===== src/rtl/seek_pkg.sv =====
package seek_pkg;
  localparam int NPORTS  = 4;
  localparam int TRK_W   = 10;
  localparam int FIELD_W = 3;

  typedef struct packed {
    logic hw_err;
    logic busy_err;
    logic not_ready;
  } port_field_t;
endpackage


===== src/rtl/seek_cmd_dec.sv =====
module seek_cmd_dec #(
  parameter int PORTS = seek_pkg::NPORTS,
  parameter int TRK_W = seek_pkg::TRK_W,
  localparam int PSEL_W = $clog2(PORTS),
  localparam int CMD_W  = PSEL_W + TRK_W
) (
  input  logic              cmd_valid,
  input  logic [CMD_W-1:0]  cmd_word,
  output logic [PORTS-1:0]  req,
  output logic [TRK_W-1:0]  trk
);
  logic [PSEL_W-1:0] sel;
  assign sel = cmd_word[CMD_W-1 -: PSEL_W];
  assign trk = cmd_word[TRK_W-1:0];

  for (genvar p = 0; p < PORTS; p++) begin : g_req
    assign req[p] = cmd_valid && (sel == PSEL_W'(p));
  end
endmodule


===== src/rtl/seek_port_ctrl.sv =====
module seek_port_ctrl
  import seek_pkg::*;
#(
  parameter int TRK_W = seek_pkg::TRK_W
) (
  input  logic             clk,
  input  logic             rst_n,
  input  logic             mclr,
  input  logic             req,
  input  logic [TRK_W-1:0] trk,
  input  logic [TRK_W-1:0] max_trk,
  input  logic             present,
  input  logic             ready,
  input  logic             xfer_here,
  input  logic             seek_done,
  input  logic             fault,
  output logic             seek_strobe,
  output logic [TRK_W-1:0] seek_track,
  output logic             restore_strobe,
  output logic             seek_end,
  output port_field_t      field
);
  logic moving, busy_err, hw_err;
  logic reject, over;

  assign reject   = !present || !ready || moving || xfer_here;
  assign over     = trk > max_trk;
  assign seek_end = !mclr && moving && (fault || seek_done);

  always_ff @(posedge clk or negedge rst_n) begin
    if (!rst_n) begin
      moving         <= 1'b0;
      busy_err       <= 1'b0;
      hw_err         <= 1'b0;
      seek_strobe    <= 1'b0;
      restore_strobe <= 1'b0;
      seek_track     <= '0;
    end else begin
      seek_strobe    <= 1'b0;
      restore_strobe <= 1'b0;
      if (mclr) begin
        moving   <= 1'b0;
        busy_err <= 1'b0;
        hw_err   <= 1'b0;
      end else begin
        if (moving && fault) begin
          moving         <= 1'b0;
          hw_err         <= 1'b1;
          restore_strobe <= 1'b1;
        end else if (moving && seek_done) begin
          moving <= 1'b0;
        end
        if (req) begin
          if (reject) begin
            busy_err <= 1'b1;
          end else begin
            busy_err <= 1'b0;
            if (over) begin
              hw_err <= 1'b1;
            end else begin
              hw_err      <= 1'b0;
              moving      <= 1'b1;
              seek_strobe <= 1'b1;
              seek_track  <= trk;
            end
          end
        end
      end
    end
  end

  assign field = present ? {hw_err, busy_err, (moving || !ready)} : 3'b111;

  assert_strobe_clean_R6: assert property (@(posedge clk) disable iff (!rst_n)
    seek_strobe |-> (!busy_err && !hw_err));
  assert_strobe_in_range_R7: assert property (@(posedge clk) disable iff (!rst_n)
    seek_strobe |-> (seek_track <= $past(max_trk)));
  assert_restore_flags_R8: assert property (@(posedge clk) disable iff (!rst_n)
    restore_strobe |-> (hw_err && !moving));
  assert_xfer_reject_R5: assert property (@(posedge clk) disable iff (!rst_n)
    (req && xfer_here && !mclr) |=> (busy_err && !seek_strobe));
  assert_mclr_clean_R11: assert property (@(posedge clk) disable iff (!rst_n)
    mclr |=> (!busy_err && !hw_err && !moving));
endmodule


===== src/rtl/seek_done_ctl.sv =====
module seek_done_ctl #(
  parameter int PORTS = seek_pkg::NPORTS
) (
  input  logic             clk,
  input  logic             rst_n,
  input  logic [PORTS-1:0] seek_end,
  input  logic             xfer_active,
  input  logic             irq_en,
  output logic             done_o,
  output logic             irq_o
);
  logic fire;
  assign fire = (|seek_end) && !xfer_active;

  always_ff @(posedge clk or negedge rst_n) begin
    if (!rst_n) begin
      done_o <= 1'b0;
      irq_o  <= 1'b0;
    end else begin
      done_o <= fire;
      irq_o  <= fire && irq_en;
    end
  end

  assert_done_no_xfer_R9: assert property (@(posedge clk) disable iff (!rst_n)
    done_o |-> $past(!xfer_active));
  assert_irq_with_done_R10: assert property (@(posedge clk) disable iff (!rst_n)
    irq_o |-> (done_o && $past(irq_en)));
endmodule


===== src/rtl/seek_overlap_mgr.sv =====
module seek_overlap_mgr
  import seek_pkg::*;
#(
  parameter int PORTS = seek_pkg::NPORTS,
  parameter int TRK_W = seek_pkg::TRK_W,
  localparam int PSEL_W = $clog2(PORTS),
  localparam int CMD_W  = PSEL_W + TRK_W
) (
  input  logic                   clk,
  input  logic                   rst_n,
  input  logic                   mclr,
  input  logic                   cmd_valid,
  output logic                   cmd_ready,
  input  logic [CMD_W-1:0]       cmd_word,
  input  logic                   xfer_active,
  input  logic [PSEL_W-1:0]      xfer_port,
  input  logic                   irq_en,
  input  logic [PORTS-1:0]       drv_present,
  input  logic [PORTS-1:0]       drv_ready,
  input  logic [PORTS-1:0]       drv_seek_done,
  input  logic [PORTS-1:0]       drv_fault,
  input  logic [PORTS*TRK_W-1:0] max_track,
  output logic [PORTS-1:0]       seek_strobe,
  output logic [PORTS*TRK_W-1:0] seek_track,
  output logic [PORTS-1:0]       restore_strobe,
  output logic [PORTS*FIELD_W-1:0] seek_status,
  output logic                   done_o,
  output logic                   irq_o
);
  logic [PORTS-1:0] req, seek_end;
  logic [TRK_W-1:0] trk;

  assign cmd_ready = 1'b1;

  seek_cmd_dec #(.PORTS(PORTS), .TRK_W(TRK_W)) u_dec (
    .cmd_valid(cmd_valid),
    .cmd_word (cmd_word),
    .req      (req),
    .trk      (trk)
  );

  for (genvar p = 0; p < PORTS; p++) begin : g_port
    port_field_t fld;
    seek_port_ctrl #(.TRK_W(TRK_W)) u_port (
      .clk           (clk),
      .rst_n         (rst_n),
      .mclr          (mclr),
      .req           (req[p]),
      .trk           (trk),
      .max_trk       (max_track[p*TRK_W +: TRK_W]),
      .present       (drv_present[p]),
      .ready         (drv_ready[p]),
      .xfer_here     (xfer_active && (xfer_port == PSEL_W'(p))),
      .seek_done     (drv_seek_done[p]),
      .fault         (drv_fault[p]),
      .seek_strobe   (seek_strobe[p]),
      .seek_track    (seek_track[p*TRK_W +: TRK_W]),
      .restore_strobe(restore_strobe[p]),
      .seek_end      (seek_end[p]),
      .field         (fld)
    );
    assign seek_status[p*FIELD_W +: FIELD_W] = fld;
  end

  seek_done_ctl #(.PORTS(PORTS)) u_done (
    .clk        (clk),
    .rst_n      (rst_n),
    .seek_end   (seek_end),
    .xfer_active(xfer_active),
    .irq_en     (irq_en),
    .done_o     (done_o),
    .irq_o      (irq_o)
  );

  assert_one_strobe_R1: assert property (@(posedge clk) disable iff (!rst_n)
    $onehot0(seek_strobe));
endmodule


===== config.mk =====
export PLATFORM = sky130hd
export DESIGN_NAME = seek_overlap_mgr
export DESIGN_NICKNAME = d
export VERILOG_FILES = /design/src/rtl/seek_pkg.sv /design/src/rtl/seek_cmd_dec.sv /design/src/rtl/seek_port_ctrl.sv /design/src/rtl/seek_done_ctl.sv /design/src/rtl/seek_overlap_mgr.sv
export SDC_FILE = /design/constraint.sdc
export NUM_CORES = 1
export LEC_CHECK = 0
export BUFFER_PORTS_ARGS = -buffer_cell sky130_fd_sc_hd__buf_2
export CAP_MARGIN = 0
export CORE_ASPECT_RATIO = 1.75
export CORE_MARGIN = 4
export CORE_UTILIZATION = 47
export DETAILED_ROUTE_END_ITERATION = 8
export MAX_ROUTING_LAYER = met4
export PLACE_DENSITY = 0.78
export SYNTH_ARGS = -nofsm -noshare
export SYNTH_HDL_FRONTEND = slang
export SYNTH_SLANG_ARGS = --single-unit

===== constraint.sdc =====
create_clock -name clk -period 1.55 [get_ports clk]
set_clock_uncertainty 0.05 [all_clocks]
set_input_delay 0.31 -clock clk [delete_from_list [all_inputs] [get_ports clk]]
set_output_delay 0.31 -clock clk [all_outputs]
set_load 0.01 [all_outputs]

==> results of run 1 <==
worst max-delay path: cells and delay by family:
family,cells,cell delay [ns]
compound gates,3,0.84
buf+inv,4,0.54
simple gates,2,0.35
fa+ha+maj,1,0.21
area by class of cell:
type	instances	area [um2]	area share [%]
clock buffers	11	233	3.05
multi-input cells	310	3520	46.2
flip-flops and latches	62	1550	20.4
clock inverters	5	50.0	0.657
well taps	117	146	1.92
inverters	44	230	3.02
repair buffers	251	1890	24.8
report_power, final:
part / switching [mW] / total, mW / internal (mW)
Sequential: 0.0394 / 1.69 / 1.65
Clock: 0.762 / 2.00 / 1.23
Combinational: 0.898 / 1.73 / 0.833
Total: 1.70 / 5.42 / 3.72
kinds of logic after synthesis:
family | after synthesis
buf+inv | 79
other cells | 1
fa+ha+maj | 40
compound gates | 131
flops | 62
simple gates | 136
registers in the layout, indices dropped and copies added, names as in the netlist:
| signal | count |
|---|---|
| g_port.u_port.moving | 4 |
| g_port.u_port.busy_err | 4 |
| g_port.u_port.seek_strobe | 4 |
| g_port.u_port.seek_track | 40 |
| g_port.u_port.restore_strobe | 4 |
| g_port.u_port.hw_err | 4 |
| u_done.irq_o | 1 |
| u_done.done_o | 1 |
what timing repair did:
item / CTS / global route
cloned: 10 / 2
pin swaps: 19 / 26
endpoints found under the setup margin: 52 / 54
setup buffers: 15 / 19
endpoints found under the hold margin: 62 / 0
resized for setup: 105 / 85
hold buffers: 1 / 0
through the flow:
stage                     hold slack [ns]  TNS [ns]  cells  instance area, um2
after global routing                0.167    -17.94    800                7620
final                               0.147    -16.31    800                7620
after detailed placement            0.298    -26.68    744                6030
after floorplan                   -0.0356     -6.99    449                4810
after CTS                           0.143     -8.17    786                7080
after global placement              0.292    -23.69    744                6030
cell usage after synthesis, drive strengths merged (3+ instances only):
master,number
a21oi,23
o2bb2ai,16
nand2,21
o21a,6
a311o,16
nor3b,3
dfrtp,62
nand3b,6
nor2,12
or2,5
and4,5
nor3,20
a2bb2oi,25
nor2b,3
and3b,3
buf,18
a31o,3
nand2b,8
o311ai,24
ha,40
and3,5
nand4,9
nand3,31
o21ai,7
inv,44
clkbuf,17
layout by cell type (no fill, tap or decap), types with 9 or more instances in the layout:
| cell type | instances |
|---|---|
| sky130_fd_sc_hd__inv_2 | 11 |
| sky130_fd_sc_hd__nor3_2 | 10 |
| sky130_fd_sc_hd__a2bb2oi_2 | 19 |
| sky130_fd_sc_hd__nand4_1 | 9 |
| sky130_fd_sc_hd__nand3_1 | 11 |
| sky130_fd_sc_hd__nor2_1 | 11 |
| sky130_fd_sc_hd__buf_6 | 38 |
| sky130_fd_sc_hd__buf_4 | 75 |
| sky130_fd_sc_hd__clkbuf_16 | 12 |
| sky130_fd_sc_hd__ha_1 | 10 |
| sky130_fd_sc_hd__dfrtp_1 | 62 |
| sky130_fd_sc_hd__nand2_1 | 17 |
| sky130_fd_sc_hd__ha_4 | 30 |
| sky130_fd_sc_hd__a21oi_1 | 13 |
| sky130_fd_sc_hd__o311ai_2 | 12 |
| sky130_fd_sc_hd__nand3_2 | 14 |
| sky130_fd_sc_hd__inv_1 | 21 |
| sky130_fd_sc_hd__o2bb2ai_1 | 10 |
| sky130_fd_sc_hd__a311o_1 | 16 |
| sky130_fd_sc_hd__buf_2 | 122 |
worst min-delay path by stage:
stage                     startpoint                                    endpoint  slack (ns)
after global placement         rst_n  g_port[0].u_port.seek_track[2]$_DFFE_PN0P_        0.29
after CTS                     irq_en                      u_done.irq_o$_DFF_PN0_        0.14
after global routing          irq_en                      u_done.irq_o$_DFF_PN0_        0.17
final                         irq_en                      u_done.irq_o$_DFF_PN0_        0.15
after detailed placement       rst_n           g_port[0].u_port.moving$_DFF_PN0_        0.30
after floorplan                rst_n       g_port[0].u_port.busy_err$_DFFE_PN0P_       -0.04
metal layers:
metal / vias up / global-route usage (%)
met3: 180 / 6.16
met2: 461 / 56.8
met1: 2569 / 33.7
li1: 2161 / -
met4: 0 / 22.5
met5: - / -
==> results.txt, run 1 <==
----------------------------------------------------
[Route]
  Average detailed-routed wire length per instance ... 26.8 um
  Top routing layer used ... met4
  Met2 wirelength from detailed routing ... 10.8 mm
  Remaining DRCs ... 0
  Wire length after detailed routing ... 21.4 mm
  Remaining antenna violation count ... 0
  Routed via count divided by cell count ... 6.71
  Post-route met1 wirelength ... 6.76 mm
  Number of detailed-routing iterations run before antenna repair ... 5
  Met3 Routed Length ... 1.79 mm
  Number of DRC violations after detailed-routing iteration 0 ... 603
  DR vias ... 5371

[Worst setup path]
  Critical path peak fanout ... 6
  CP required ... 1.76 ns
  Cell mode on critical path ... sky130_fd_sc_hd__buf_6
  Arrival time at the worst endpoint ... 2.27 ns
  Crit Path Category ... input pin to flop
  FF-to-FF path depth ... 4
  Worst R2R End ... g_port[2].u_port.seek_track[8]$_DFFE_PN0P_
  Setup crit start kind ... input pin
  Launch instance of the worst register-to-register path ... g_port[2].u_port.moving$_DFF_PN0_
  CP Launch Point ... cmd_word[1]
  Worst path cell trace ... buf_8, buf_6, ha_4, nor2b_4, o211ai_1, o2111ai_4, buf_6, buf_12, nor3_2, a311o_1
  Last element of the critical path ... g_port[1].u_port.seek_track[1]$_DFFE_PN0P_
  Register-to-Register Setup Slack ... -0.27 ns
  Slowest CP cell ... sky130_fd_sc_hd__o211ai_1
  CP endpoint kind ... flop
  Largest stage delay on the critical path ... 0.42 ns

[Power]
  Static power due to leakage ... 3.20 nW
  Peak supply drop ... 0.596 mV
  Overall power after layout ... 5.42 mW
  Cell area power density ... 711 nW/um2

[Synthesis]
  Synthesized-area fraction occupied by ao, oa, aoi and oai cells ... 24.9%
  Mean cell area of the mapped netlist ... 9.40 um2
  Combinational family with the most area after synthesis ... compound AO/OA/AOI/OAI gates
  Cell area after synthesis ... 4220 um2
  Multiplexer area fraction after synthesis ... 0%
  Count of distinct cell types in the synthesized netlist ... 45
  Synth Area in Simple Gates ... 18.0%
  Most frequently used flop master after synthesis ... sky130_fd_sc_hd__dfrtp_1
  Post-synthesis xor/xnor area fraction ... 0%
  Area share of the largest cell type after synthesis ... 36.7%
  Fraction of synthesis flops using an asynchronous set or reset pin ... 100%
  Instance count of the mapped netlist ... 449
  Synthesized-area fraction occupied by adder cells ... 11.9%
  Sequential share of the synthesized area ... 36.7%
  Count of flip-flops with a built-in enable after synthesis ... 0
  Most area-consuming cells after synthesis ... sky130_fd_sc_hd__dfrtp_1 37%, sky130_fd_sc_hd__ha_1 12%, sky130_fd_sc_hd__a2bb2oi_1 5.2%
  Number of synthesized register bits ... 62
  Cell taking the most area after synthesis ... sky130_fd_sc_hd__dfrtp_1
  Total nets after synthesis ... 565
  Number of warnings reported in the yosys synthesis log ... 0

[Place]
  Estimated wirelength of the detail-placed design ... 10.6 mm
  Final Wtd Congestion ... 0.868
  Setup Slack @ Placement ... -0.626 ns
  Count of port buffers added during placement ... 137

[Hold path]
  Hold crit path type ... input pin to flop
  Instance count along the most critical hold path ... 2

[Outcome]
  Failing checks ... negative setup slack
  Result of the run ... finished, violations left

[Clocking]
  TritonCTS clock tree ... done
  Bufs on Longest Clock Path ... 2
  Clk Tree Root Cell ... sky130_fd_sc_hd__clkbuf_16
  Number of buffers added by the clock tree synthesis step ... 9
  H-tree depth ... 3
  Number of clock sinks seen by CTS ... 62
  Worst-skew pair later-pin latency ... 0.33 ns
  Clock transition at path regs ... 0.06 ns

[Die]
  Area of the die ... 10600 um2
  Placement Rows ... 45
  Initial cell density of the core ... 48.4%
  CORE AREA ... 8730 um2
  Count of pins on the block boundary ... 139
  Die outline width ... 79.7 um
  Die height ... 133 um

[STA]
  Final WS setup ... -0.508 ns
  Max Fclk ... 0.486 GHz
  Final period util ... 133%
  Number of endpoints with negative hold slack in the final report ... 0
  Final Critical Period ... 2.06 ns
  RSZ-0062 raised after global routing ... yes
  Count of pins over their slew limit ... 0
  Setup-violating endpoint count in the final report ... 53

[GRT]
  Vias in the first global route ... 5199
  Global-route wire length before repair ... 26.7 mm
  Maximum number of pins on one net before global-route repair ... 63
  GR Overflow Total ... 0
  Global-route usage over all layers ... 33.3%
  Number of antenna violations at the first check in global routing ... 0

[Layout]
  # diodes ... 0
  Filler Cell Count ... 383
  Synth-to-Final Area Change ... 80.4%
  Final net count ... 794
  Fraction of final layout cells with drive strength greater than 1 ... 63.7%
  Final core utilization ... 87.3%

[Run]
  Maximum capacitance violations ... 0

----------------------------------------------------
Note: power is estimated with default switching activity, not from simulation.
==> inputs of run 2 (changes only) <==
--- a/config.mk
+++ b/config.mk
@@ -5,14 +5,16 @@
 export SDC_FILE = /design/constraint.sdc
 export NUM_CORES = 1
 export LEC_CHECK = 0
+export ABC_AREA = 1
 export BUFFER_PORTS_ARGS = -buffer_cell sky130_fd_sc_hd__buf_2
 export CAP_MARGIN = 0
 export CORE_ASPECT_RATIO = 1.75
 export CORE_MARGIN = 4
-export CORE_UTILIZATION = 47
+export CORE_UTILIZATION = 46
 export DETAILED_ROUTE_END_ITERATION = 8
 export MAX_ROUTING_LAYER = met4
-export PLACE_DENSITY = 0.78
+export PLACE_DENSITY = 0.77
 export SYNTH_ARGS = -nofsm -noshare
 export SYNTH_HDL_FRONTEND = slang
+export SYNTH_HIERARCHICAL = 1
 export SYNTH_SLANG_ARGS = --single-unit
==> results.txt, run 2 <==
----------------------------------------------------
[Synthesis]
  Instance count of the mapped netlist ... 530 (+18%)
  Top cell types by occurrence after synthesis ... 174 x sky130_fd_sc_hd__nand2_1, 103 x sky130_fd_sc_hd__inv_1, 62 x sky130_fd_sc_hd__dfrtp_1
  Fraction of synthesis flops using an asynchronous set or reset pin ... 100% (unchanged)
  Cell taking the most area after synthesis ... sky130_fd_sc_hd__dfrtp_1
  Count of flip-flops with a built-in enable after synthesis ... 0 (unchanged)
  Cell area after synthesis ... 4130 um2 (-2.3%)
  Number of warnings reported in the yosys synthesis log ... 6 (+6)
  Count of distinct cell types in the synthesized netlist ... 20 (-56%)
  Total nets after synthesis ... 646 (+14%)
  Most area-consuming cells after synthesis ... sky130_fd_sc_hd__dfrtp_1 38%, sky130_fd_sc_hd__nand2_1 16%, sky130_fd_sc_hd__ha_1 12%
  Library cell with the highest instance count after synthesis ... sky130_fd_sc_hd__nand2_1
  Number of synthesized register bits ... 62 (unchanged)
  Mean cell area of the mapped netlist ... 7.78 um2 (-17%)
  Area share of the largest cell type after synthesis ... 37.6% (+0.87 points)
  Most frequently used flop master after synthesis ... sky130_fd_sc_hd__dfrtp_1
  Sequential share of the synthesized area ... 37.6% (+0.87 points)

[Hold path]
  Start point of the worst hold path ... irq_en
  Instance count along the most critical hold path ... 3 (+1)
  Hold crit path type ... input pin to flop

[Die]
  Die height ... 133 um (about the same)
  Die outline width ... 79.6 um (about the same)
  Initial cell density of the core ... 47.3% (-1.1 points)
  Count of pins on the block boundary ... 139 (unchanged)
  CORE AREA ... 8730 um2 (unchanged)
  Area of the die ... 10600 um2 (-0.17%)
  Placement Rows ... 45 (unchanged)

[GRT]
  GR Layer Usage met2 ... 38.9% (-18 points)
  Routing usage on met3 ... 3.38% (-2.8 points)
  Global-route usage over all layers ... 22.6% (-11 points)
  Grt peak-use layer ... met2
  Global-route wire length before repair ... 18.3 mm (-31%)
  Maximum number of pins on one net before global-route repair ... 49 (-22%)
  Number of antenna violations at the first check in global routing ... 0 (unchanged)
  Vias in the first global route ... 3873 (-26%)
  GR Overflow Total ... 0 (unchanged)
  GR Layer Usage met1 ... 24.9% (-8.8 points)

[Layout]
  Most frequent cells in the layout ... 166 x sky130_fd_sc_hd__nand2_1, 134 x sky130_fd_sc_hd__buf_2, 103 x sky130_fd_sc_hd__inv_1, 62 x sky130_fd_sc_hd__dfrtp_1, 44 x sky130_fd_sc_hd__nand4_1
  Flip-flop count of the largest register after layout ... 40 (unchanged)
  Final Instance Area ... 5960 um2 (-22%)
  Most common cell after layout, fill and taps aside ... sky130_fd_sc_hd__nand2_1
  Final core utilization ... 68.3% (-19 points)
  Fraction of final layout cells with drive strength greater than 1 ... 38.8% (-25 points)
  Most flops, register ... g_port.u_port/seek_track
  # diodes ... 0 (unchanged)
  Synth-to-Final Area Change ... 44.4%
  Final net count ... 810 (+2.0%)

[Clocking]
  Clock transition at path regs ... 0.05 ns (about the same)
  Number of buffers added by the clock tree synthesis step ... 9 (unchanged)
  Number of clock sinks seen by CTS ... 62 (unchanged)
  Worst-skew pair later-pin latency ... 0.33 ns (about the same)
  Clk Tree Root Cell ... sky130_fd_sc_hd__clkbuf_16
  H-tree depth ... 3 (unchanged)
  Bufs on Longest Clock Path ... 2 (unchanged)
  TritonCTS clock tree ... done

[STA]
  Number of endpoints with negative hold slack in the final report ... 0 (unchanged)
  Setup-violating endpoint count in the final report ... 0 (-100%)
  Sum of negative setup slack ... 0 ns (+16.31 ns)
  Final Critical Period ... 1.50 ns (-0.556 ns)
  Worst hold margin ... 0.145 ns (-0.00237 ns)
  RSZ-0062 raised after global routing ... yes
  Max Fclk ... 0.666 GHz (+37%)
  Count of pins over their slew limit ... 0 (unchanged)
  Final period util ... 96.9% (-36 points)

[Route]
  Remaining antenna violation count ... 0 (unchanged)
  DR vias ... 4030 (-25%)
  Routed via count divided by cell count ... 4.94 (-26%)
  Wire length after detailed routing ... 11.8 mm (-45%)
  Average detailed-routed wire length per instance ... 14.4 um (-46%)
  Remaining DRCs ... 0 (unchanged)
  Number of DRC violations after detailed-routing iteration 0 ... 172 (-71%)
  Number of detailed-routing iterations run before antenna repair ... 4 (-1)

[Worst setup path]
  Setup crit start kind ... input pin
  Critical path peak fanout ... 9 (+3)
  CP Launch Point ... cmd_word[3]
  Crit Path Category ... input pin to flop
  CP required ... 1.72 ns (-0.04 ns)
  FF-to-FF path depth ... 5 (+1)
  Arrival time at the worst endpoint ... 1.67 ns (-0.60 ns)
  Launch instance of the worst register-to-register path ... g_port[3].u_port/moving$_DFF_PN0_
  CP endpoint kind ... flop

[Place]
  Count of port buffers added during placement ... 137 (unchanged)
  Final Wtd Congestion ... 0.863 (-0.60%)
  Estimated wirelength of the detail-placed design ... 9.26 mm (-13%)
  Dpl cell area ... 5470 um2 (-9.2%)

[Power]
  Overall power after layout ... 5.25 mW (-3.2%)
  Peak supply drop ... 0.573 mV (-3.8%)
  Static power due to leakage ... 3.42 nW (+6.9%)
  Cell area power density ... 881 nW/um2 (+24%)

[Run]
  Maximum capacitance violations ... 0 (unchanged)

[Outcome]
  Result of the run ... finished clean

----------------------------------------------------
-- run 2: changes by cell type in the layout (fill, tap and decap cells not counted), moves of 12 or more --
cell                        previous run  this run
sky130_fd_sc_hd__nand2_1              17       166
sky130_fd_sc_hd__inv_1                21       103
sky130_fd_sc_hd__buf_4                75        36
sky130_fd_sc_hd__buf_6                38         2
sky130_fd_sc_hd__nand4_1               9        44
sky130_fd_sc_hd__a2bb2oi_2            19         0
sky130_fd_sc_hd__a311o_1              16         0
sky130_fd_sc_hd__buf_2               122       134
sky130_fd_sc_hd__nor2_1               11        23
sky130_fd_sc_hd__o311ai_2             12         0
-- run 2: worst paths after layout --
| check | slack (ns) | end |
|---|---|---|
| max | 0.05 | g_port[2].u_port/seek_track[2]$_DFFE_PN0P_ |
| min | 0.14 | u_done/irq_o$_DFF_PN0_ |
| max reg2reg | 0.11 | g_port[3].u_port/seek_track[5]$_DFFE_PN0P_ |
| min reg2reg | 0.42 | g_port[1].u_port/seek_track[9]$_DFFE_PN0P_ |
| max in group asynchronous | 0.48 | g_port[1].u_port/seek_track[8]$_DFFE_PN0P_ |
| min in group asynchronous | 0.39 | g_port[0].u_port/seek_track[2]$_DFFE_PN0P_ |
-- run 2: routing by layer --
metal  up-vias  part of all wire, %
li1       1988                    -
met1      1875                   36
met2       133                   55
met3        34                  4.9
met4         0                  4.0
met5         -                    0
-- run 2: critical path, cell delays in order --
cell	delay, ns
sky130_fd_sc_hd__buf_2	0.14
sky130_fd_sc_hd__buf_4	0.15
sky130_fd_sc_hd__ha_4	0.25
sky130_fd_sc_hd__nand2_1	0.06
sky130_fd_sc_hd__nor2_2	0.10
sky130_fd_sc_hd__nand3_1	0.11
sky130_fd_sc_hd__nand3_2	0.11
sky130_fd_sc_hd__nand2_4	0.10
sky130_fd_sc_hd__buf_4	0.17
sky130_fd_sc_hd__nand4_1	0.10
sky130_fd_sc_hd__nand2_1	0.06
-- run 2: kinds of logic (layout without fill, tap and decap cells) --
family	Yosys count	after routing	synth area share, %
and+or+nand+nor	277	280	32.7
buffers and inverters	130	296	14.4
DFF	62	62	37.6
adders and majority gates	40	40	12.1
AOI/OAI and AO/OA	20	20	3.03
other	1	1	0.0909
-- run 2: cell type report --
class / count / area [um2]
clock inverter: 3 / 42.5
sequential: 62 / 1550
multi-input combinational: 341 / 2550
timing repair buffer: 177 / 1020
tap: 117 / 146
clock buffer: 13 / 260
inverter: 103 / 387
fill: 737 / 2770
-- run 2: stage by stage --
stage / cells / worst slack [ns]
2_1_floorplan: 530 / 0.000310
3_3_place_gp: 793 / -0.318
3_5_place_dp: 793 / -0.376
4_1_cts: 810 / 0.00113
5_1_grt: 816 / -0.0169
6_report: 816 / 0.0475
-- run 2: timing repair --
item / in CTS / in global routing
hold buffers: 1 / 0
gates resized for setup: 4 / 23
endpoints found under the setup margin: 12 / 45
pin swaps: 0 / 11
buffers inserted: 0 / 2
gates cloned: 0 / 4
endpoints found under the hold margin: 14 / 0
-- run 2: power breakdown --
part           internal [mW]  switching (mW)  leakage, nW
Combinational          0.575           0.769         2.44
Clock                   1.33           0.669        0.146
Sequential              1.80           0.109        0.838
Total                   3.70            1.55         3.42
